File: config.mk
export PLATFORM = sky130hd
export DESIGN_NAME = sw_sync_injector
export DESIGN_NICKNAME = d
export VERILOG_FILES = /design/src/rtl/sw_pkg.sv /design/src/rtl/sw_tick_cnt.sv /design/src/rtl/sw_sync_injector.sv
export SDC_FILE = /design/constraint.sdc
export NUM_CORES = 1
export LEC_CHECK = 0
export BUFFER_PORTS_ARGS = -buffer_cell sky130_fd_sc_hd__clkbuf_2
export CORE_MARGIN = 3
export CORE_UTILIZATION = 40
export CTS_CLUSTER_DIAMETER = 50
export DETAILED_ROUTE_END_ITERATION = 8
export PLACE_DENSITY = 0.74
export SYNTH_ARGS = -nofsm -noshare
export SYNTH_HDL_FRONTEND = slang
export SYNTH_HIERARCHICAL = 1
export SYNTH_SLANG_ARGS = --single-unit
export TNS_END_PERCENT = 1
File: constraint.sdc
create_clock -name clk -period 8.4 [get_ports clk]
set_clock_uncertainty 0.1 [all_clocks]
set_input_delay 1.26 -clock clk [delete_from_list [all_inputs] [get_ports clk]]
set_output_delay 1.26 -clock clk [all_outputs]
set_load 0.005 [all_outputs]
File: src/rtl/sw_pkg.sv
package sw_pkg;
    typedef enum logic [2:0] {
        ST_IDLE,
        ST_DRAIN,
        ST_FORCE,
        ST_PROBE,
        ST_SEND,
        ST_GAP,
        ST_RESTORE,
        ST_FIN
    } inj_state_t;
endpackage

File: src/rtl/sw_tick_cnt.sv
module sw_tick_cnt #(
    parameter int LIMIT = 4
) (
    input  logic clk,
    input  logic rst_n,
    input  logic clr,
    input  logic en,
    output logic hit
);
    localparam int TW = $clog2(LIMIT + 2);
    logic [TW-1:0] cnt;

    always_ff @(posedge clk or negedge rst_n) begin
        if (!rst_n)
            cnt <= '0;
        else if (clr)
            cnt <= '0;
        else if (en && cnt < TW'(LIMIT))
            cnt <= cnt + 1'b1;
    end

    assign hit = (cnt >= TW'(LIMIT));

    AST_CNT_BOUND: assert property (@(posedge clk) disable iff (!rst_n)
        cnt <= TW'(LIMIT));
endmodule

File: src/rtl/sw_sync_injector.sv
module sw_sync_injector #(
    parameter int DW         = 32,
    parameter int RW         = 3,
    parameter int CW         = 16,
    parameter int GAP_CYC    = 4,
    parameter int BUDGET_CYC = 64,
    parameter logic [RW-1:0] X1_CODE = '0
) (
    input  logic          clk,
    input  logic          rst_n,
    input  logic          start,
    input  logic          cfg_fifo_empty,
    input  logic          early_user,
    input  logic [RW-1:0] ratio_in,
    output logic [DW-1:0] tx_data,
    output logic          tx_valid,
    input  logic          tx_ready,
    output logic          ratio_we,
    output logic [RW-1:0] ratio_wdata,
    output logic          ratio_ovr,
    output logic          done,
    output logic          timed_out,
    output logic [CW-1:0] extra_words
);
    import sw_pkg::*;

    localparam int GAP_LIM = (GAP_CYC > 1) ? GAP_CYC - 1 : 0;
    localparam logic [DW-1:0] FILL = {DW{1'b1}};

    inj_state_t    state, nxt;
    logic [RW-1:0] saved_q;
    logic          tmo_q;
    logic [CW-1:0] words_q;
    logic          gap_hit, budget_hit;
    logic          accept, go;

    assign accept = tx_valid && tx_ready;
    assign go     = start && (state == ST_IDLE || state == ST_FIN);

    sw_tick_cnt #(.LIMIT(GAP_LIM)) u_gap (
        .clk   (clk),
        .rst_n (rst_n),
        .clr   (state == ST_SEND),
        .en    (state == ST_GAP),
        .hit   (gap_hit)
    );

    sw_tick_cnt #(.LIMIT(BUDGET_CYC)) u_budget (
        .clk   (clk),
        .rst_n (rst_n),
        .clr   (state == ST_FORCE),
        .en    (state == ST_PROBE || state == ST_SEND || state == ST_GAP),
        .hit   (budget_hit)
    );

    always_comb begin
        nxt = state;
        unique case (state)
            ST_IDLE:    if (start) nxt = ST_DRAIN;
            ST_DRAIN:   if (cfg_fifo_empty) nxt = ST_FORCE;
            ST_FORCE:   nxt = ST_PROBE;
            ST_PROBE:   nxt = (early_user || budget_hit) ? ST_RESTORE : ST_SEND;
            ST_SEND:    if (tx_ready) nxt = ST_GAP;
            ST_GAP:     if (gap_hit) nxt = ST_PROBE;
            ST_RESTORE: nxt = ST_FIN;
            ST_FIN:     if (start) nxt = ST_DRAIN;
            default:    nxt = ST_IDLE;
        endcase
    end

    always_ff @(posedge clk or negedge rst_n) begin
        if (!rst_n) begin
            state   <= ST_IDLE;
            saved_q <= '0;
            tmo_q   <= 1'b0;
            words_q <= '0;
        end else begin
            state <= nxt;
            if (go) begin
                saved_q <= ratio_in;
                tmo_q   <= 1'b0;
                words_q <= '0;
            end else begin
                if (state == ST_PROBE && !early_user && budget_hit)
                    tmo_q <= 1'b1;
                if (accept)
                    words_q <= words_q + 1'b1;
            end
        end
    end

    always_comb begin
        tx_valid    = 1'b0;
        tx_data     = '0;
        ratio_we    = 1'b0;
        ratio_wdata = saved_q;
        ratio_ovr   = 1'b0;
        done        = 1'b0;
        unique case (state)
            ST_FORCE: begin
                ratio_we    = 1'b1;
                ratio_wdata = X1_CODE;
                ratio_ovr   = 1'b1;
            end
            ST_PROBE, ST_GAP: ratio_ovr = 1'b1;
            ST_SEND: begin
                ratio_ovr = 1'b1;
                tx_valid  = 1'b1;
                tx_data   = FILL;
            end
            ST_RESTORE: ratio_we = 1'b1;
            ST_FIN:     done     = 1'b1;
            default: ;
        endcase
    end

    assign timed_out   = tmo_q && done;
    assign extra_words = words_q;

    AST_HOLD_WORD: assert property (@(posedge clk) disable iff (!rst_n)
        tx_valid && !tx_ready |=> tx_valid && $stable(tx_data));
    AST_TX_UNDER_OVR: assert property (@(posedge clk) disable iff (!rst_n)
        tx_valid |-> ratio_ovr);
    AST_COUNT_STEP: assert property (@(posedge clk) disable iff (!rst_n)
        accept |=> extra_words == $past(extra_words) + 1'b1);
    AST_TMO_WITH_DONE: assert property (@(posedge clk) disable iff (!rst_n)
        timed_out |-> done && !ratio_ovr);
    AST_DONE_AFTER_WRITE: assert property (@(posedge clk) disable iff (!rst_n)
        $rose(done) |-> $past(ratio_we));
    AST_DRAIN_QUIET: assert property (@(posedge clk) disable iff (!rst_n)
        state == ST_DRAIN |-> !ratio_we && !tx_valid);
endmodule

==> run metrics, run 1 <==
unrepaired setup endpoints after global routing=no; Synth async-reset ratio=100%; Hold Path Stages=2; pwr/cell area=280 mW/mm2; Sum Neg Setup Slack=0 ns; sequential element share of the synthesized area=39.0%; n_diodes=0; Total Power=about 0.65 mW; initial antenna violation count=0; max cap viols=0; max-slew violations=0; Vias=between 1500 and 2000; Final Cell Area=between 0.002 and 0.0025 mm2; detailed placer's ending HPWL=3.01 mm; Max Clk Rate=277 MHz; Worst-Skew Late Latency=~0.28 ns; worst path cell trace=nand2b_1 -> nor2_2 -> clkbuf_2; Syn Inst Count=226; I/O pin total=65; Area growth syn-to-layout=9.74%; Core Box Area=between 0.004 and 0.005 mm2; grt total ovfl=0; status=completed; setup ws final=4.80 ns; Hold Buf Count CTS=0; endpoints failing setup=0; CP peak stage delay=~0.82 ns; pre-CTS setup slack=a little over 5 ns; clk slew on worst S/H paths=0.07 ns; Slew headroom=30.6%; global-route wire length before repair=7.03 mm; yosys warns=6; Total Routing Usage GR=between 10 and 15%; required time worst endpoint=approximately 7 ns; final hold vios=0; final wirelength=4.15 mm; width of the die=roughly 79 um; Resized cells post-CTS=0; top_reg_cell synth=dfrtp_1; Area after DPL=0.00224 mm2; First-pass DRT Iterations=4; H-Tree Depth=2; Remaining DRCs=0; crit share post-route=42.9%; full die area=0.00621 mm2; Period minus WS final=roughly 3.6 ns; TritonCTS clock tree=built; CTS root buffer=clkbuf_8; Post-Route Utilization=between 40% and 50%; CTS max path bufs=2; vias in the first global route=about 1500; Initial Util=between 40% and 50%; IO buf count=between 60 and 70; wire per inst=around 13 um; clock net sink count=33; post-synthesis register bit count=33; commonest non-fill, non-tap cell in the layout=clkbuf_2; synthesized area per cell=9.38 um2; worst r2r path cells=3; maximum fanout along the worst path=36; Peak VDD IR=122 uV; row count=25; Synth Cell Area=around 0.0021 mm2; initial DRC count=about 150; die height=between 70 and 80 um; Post-synth EDFFs=0; largest net degree at the start of global routing=37; Worst Path Arrival=around 2.2 ns; share of cells above drive strength 1=approximately 36%; # fillers=484; CP max-delay cell=nor2_2; Startpoint Class=flip-flop; WS Path Type=flip-flop to primary output; Crit. End Element=primary output; worst hold path type=flip-flop to flip-flop; gpl congestion=between 0.7 and 0.8; Yosys cell types=44; cts bufs inserted=5; vias per inst=~5.0; Final #Nets=270; slew of the pin with the lowest slew margin=roughly 1.0 ns; Leak Pwr=around 1.1 nW; Post-CTS Repair Setup Buffers=0; syn_nets=240; Final ANT Viol Nets=0; leading cell types in the layout, fill and taps excluded=64 x clkbuf_2, 33 x dfrtp_1, 24 x nor2_1, 13 x a21oi_1, 12 x nand2_1
[worst paths after layout]
check	start	endpoint	slack, ns
min in group asynchronous	rst_n	extra_words[11]	0.96
worst min-delay path	tmo_q	tmo_q	0.40
worst max register to register	state[2]	saved_q[0]	6.27
worst min register to register	tmo_q	tmo_q	0.40
worst max-delay path	state[2]	tx_data[28]	4.80
max in group asynchronous	rst_n	saved_q[2]	6.71
[layout make-up]
cell class                 count  area, um2  share of cell area (%)
sequential                    33        826                    35.5
clock buffer                   6       72.6                    3.12
tap                           67       83.8                    3.60
timing repair buffer          64        320                    13.8
clock inverter                 2       10.0                   0.430
multi-input combinational    143        980                    42.1
inverter                       9       33.8                    1.45
[cells by family after synthesis]
kind of cell             Yosys count  share of synthesized area, %
AO/OA/AOI/OAI                     28                          8.50
buffers and inverters             50                          14.9
multiplexers                       8                          4.13
XOR/XNOR                          11                          4.55
AND/OR/NAND/NOR                   91                          26.0
flip-flops                        33                          39.0
adder cells (fa/ha/maj)            5                          2.95
[power by group]
| group | switching, mW | leakage, nW | internal [mW] |
|---|---|---|---|
| Clock | 0.0564 | 0.0450 | 0.0574 |
| Combinational | 0.137 | 0.652 | 0.139 |
| Sequential | 0.0625 | 0.435 | 0.198 |
[cells in the mapped netlist, drive strengths merged, types with 2 or more instances]
library cell / count / area (um2)
nand2: 12 / 45.0
mux2i: 2 / 20.0
nor2b: 11 / 83.8
clkbuf: 5 / 20.0
dfrtp: 33 / 826
o31ai: 2 / 15.0
nand3b: 2 / 15.0
nor2: 26 / 100
a21oi: 13 / 65.1
and3: 3 / 20.0
o41ai: 2 / 17.5
nand3: 4 / 20.0
or2: 3 / 21.3
or4b: 2 / 20.0
nor3: 5 / 25.0
xor2: 5 / 43.8
ha: 5 / 62.6
xnor2: 6 / 52.6
o21ai: 5 / 25.0
nand4: 7 / 58.8
or3: 2 / 15.0
nand2b: 2 / 12.5
mux2: 6 / 67.6
a31o: 2 / 17.5
and2: 4 / 25.0
nor4b: 3 / 26.3
inv: 9 / 33.8
buf: 36 / 263
[metal layers]
metal | vias up | GRT usage, % | part of all wire, %
met5 | - | 0 | 0
met4 | 0 | 3.15 | 0.80
met3 | 4 | 4.31 | 7.1
met2 | 45 | 22.4 | 48
met1 | 780 | 18.4 | 44
li1 | 800 | - | -
[through the flow]
step / hold slack, ns / cells
2_1_floorplan: 0.358 / 226
4_1_cts: 0.403 / 324
6_report: 0.398 / 324
3_3_place_gp: 0.372 / 316
5_1_grt: 0.430 / 324
3_5_place_dp: 0.388 / 316
[state kept, by name, indices dropped and copies added (netlist names)]
| signal | cells |
|---|---|
| extra_words | 16 |
| u_budget/cnt | 7 |
| saved_q | 3 |
| state | 3 |
| u_gap/cnt | 3 |
| tmo_q | 1 |
[critical path, delay by kind of cell, from the launching register on]
family,cells,cell delay [ns]
AND/OR/NAND/NOR,2,1.00
buffers and inverters,1,0.26
flip-flops,1,0.70
Note: power is estimated with default switching activity, not from simulation.
==> run 2, diff against run 1 <==
- PLACE_DENSITY: 0.74 -> 0.76
- clock period: 8.4 -> 3.3 ns (I/O delays scaled with it)
==> run 2 against run 1 <==
Effect of this change:
- global-route usage is 0.62 points lower
- via count fell by 3.1%
- sequential share of layout area shrank 0.11 points
- worst hold slack worse by 0.21 ns
- flip-flop and latch count unchanged
- cell count is 0.31% higher
- sequential power rose to 2.5 times the previous value
- worst setup slack lost 3.9 ns
- routed wire length decreased by 1.7%
- critical path depth is 1 higher
- total power rose to 2.5 times the previous value
- critical path type unchanged
- largest power group unchanged
==> run metrics, run 2 (same netlist as run 1, synthesis figures left out) <==
Final #Nets=271 (was 270); crit share post-route=71.5%; WS Path Type=flip-flop to primary output (unchanged); First-pass DRT Iterations=4 (unchanged); area of the multi-input gates=980 um2 (unchanged); status=completed (unchanged); Hold Buf Count CTS=0 (unchanged); Startpoint Class=flip-flop (unchanged); full die area=0.00621 mm2 (unchanged); Crit. End Element=primary output (unchanged); Slew headroom=45.9% (was 30.6%); CP max-delay cell=dfrtp_1 (was nor2_2); max-slew violations=0 (unchanged); final wirelength=4.08 mm (was 4.15 mm); # fillers=460 (was 484); IO buf count=64 (unchanged); clk slew on worst S/H paths=0.07 ns (about the same); I/O pin total=65 (unchanged); Area after DPL=0.00225 mm2 (was 0.00224 mm2); n_diodes=0 (unchanged); Post-CTS Repair Setup Buffers=0 (unchanged); endpoints failing setup=0 (unchanged); die height=78.8 um (unchanged); commonest non-fill, non-tap cell in the layout=clkbuf_2 (unchanged); max cap viols=0 (unchanged); Core Box Area=0.00491 mm2 (unchanged); Hold Slack=0.185 ns (was 0.398 ns); grt total ovfl=0 (unchanged); Leak Pwr=1.14 nW (was 1.13 nW); CTS root buffer=clkbuf_8 (unchanged); Worst-Skew Late Latency=0.29 ns (was 0.28 ns); initial antenna violation count=0 (unchanged); worst path cell trace=nand2b_1 -> nor2_2 -> buf_4 -> clkbuf_2 (was nand2b_1 -> nor2_2 -> clkbuf_2); global-route wire length before repair=6.69 mm (was 7.03 mm); Reg2Reg Setup Slack=1.22 ns (was 6.27 ns); Peak VDD IR=341 uV (was 122 uV); clock net sink count=33 (unchanged); initial DRC count=65 (was 147); row count=25 (unchanged); H-Tree Depth=2 (unchanged); register cell area after layout=826 um2 (unchanged); vias per inst=4.86 (was 5.03); Area growth syn-to-layout=10.1% (was 9.74%); Resized cells post-CTS=0 (unchanged); Vias=1579 (was 1629); Final Cell Area=0.00233 mm2 (about the same); Sum Neg Setup Slack=0 ns (unchanged); vias in the first global route=1430 (was 1456); leading cell types in the layout, fill and taps excluded=64 x clkbuf_2, 33 x dfrtp_1, 24 x nor2_1, 13 x a21oi_1, 12 x nand2_1 (unchanged); width of the die=78.8 um (unchanged); largest net degree at the start of global routing=37 (unchanged); cts bufs inserted=5 (unchanged); gpl congestion=0.772 (was 0.767); worst hold path type=input pin to asynchronous set/reset pin (was flip-flop to flip-flop); TritonCTS clock tree=built (unchanged); share of cells above drive strength 1=36.4% (was 36.2%); Max Clk Rate=about 420 MHz; maximum fanout along the worst path=36 (unchanged); max FFs per register=16 (unchanged); Period minus WS final=roughly 2.4 ns; Total Routing Usage GR=13.3% (was 13.9%); Worst Path Arrival=1.76 ns (was 2.24 ns); CP peak stage delay=0.70 ns (was 0.82 ns); Final ANT Viol Nets=0 (unchanged); unrepaired setup endpoints after global routing=no (unchanged); required time worst endpoint=2.70 ns (was 7.04 ns); final hold vios=0 (unchanged); pwr/cell area=709 mW/mm2 (was 280 mW/mm2); slew of the pin with the lowest slew margin=0.811 ns (was 1.04 ns); Remaining DRCs=0 (unchanged); CTS max path bufs=2 (unchanged); wire per inst=12.5 um (was 12.8 um); Initial Util=43.2% (unchanged); detailed placer's ending HPWL=3.00 mm (was 3.01 mm)
run 2: cell count changes in the layout (fill, tap and decap cells not counted):
cell / previous run / this run
buf_4: 0 / 1
run 2: critical path, delay by kind of cell (launching register included):
family,cells,cell delay (ns)
simple gates,2,0.31
flops,1,0.70
buf+inv,2,0.47
run 2: area by class of cell:
type                    count  area share (%)
inverters                   9            1.45
flip-flops and latches     33            35.4
multi-input cells         143            42.0
well taps                  67            3.59
clock buffers               6            3.11
repair buffers             65            14.0
clock inverters             2           0.429
run 2: through the flow:
stage,instances,power (mW),setup slack [ns],util [%]
global placement,317,1.35,1.23,45.8
global route,325,1.80,0.747,47.5
detailed placement,317,1.38,1.23,45.8
finish,325,1.65,0.941,47.5
floorplan,226,1.28,0.355,-
CTS,325,1.68,0.935,47.5
run 2: path summary, 6_finish.rpt:
check | from | cells past startpoint | endpoint
max reg2reg | state[2] | 3 | saved_q[0]
max in group asynchronous | rst_n | 1 | extra_words[3]
min | rst_n | 1 | extra_words[10]
max | state[2] | 4 | tx_data[22]
min reg2reg | saved_q[2] | 1 | saved_q[2]
min in group clk | ratio_in[2] | 2 | saved_q[2]
run 2: metal layers:
layer,routed length (um),vias up,GRT usage [%]
met2,1860,42,21.4
met1,1950,734,17.6
met3,239,3,3.51
li1,-,800,-
met4,29,0,3.85
met5,0,-,0
run 2: power breakdown:
group | leakage [nW] | internal (mW) | total (mW) | switching, mW
sequential | 0.435 | 0.504 | 0.658 | 0.154
clock | 0.0450 | 0.146 | 0.293 | 0.147
combinational | 0.657 | 0.356 | 0.703 | 0.348
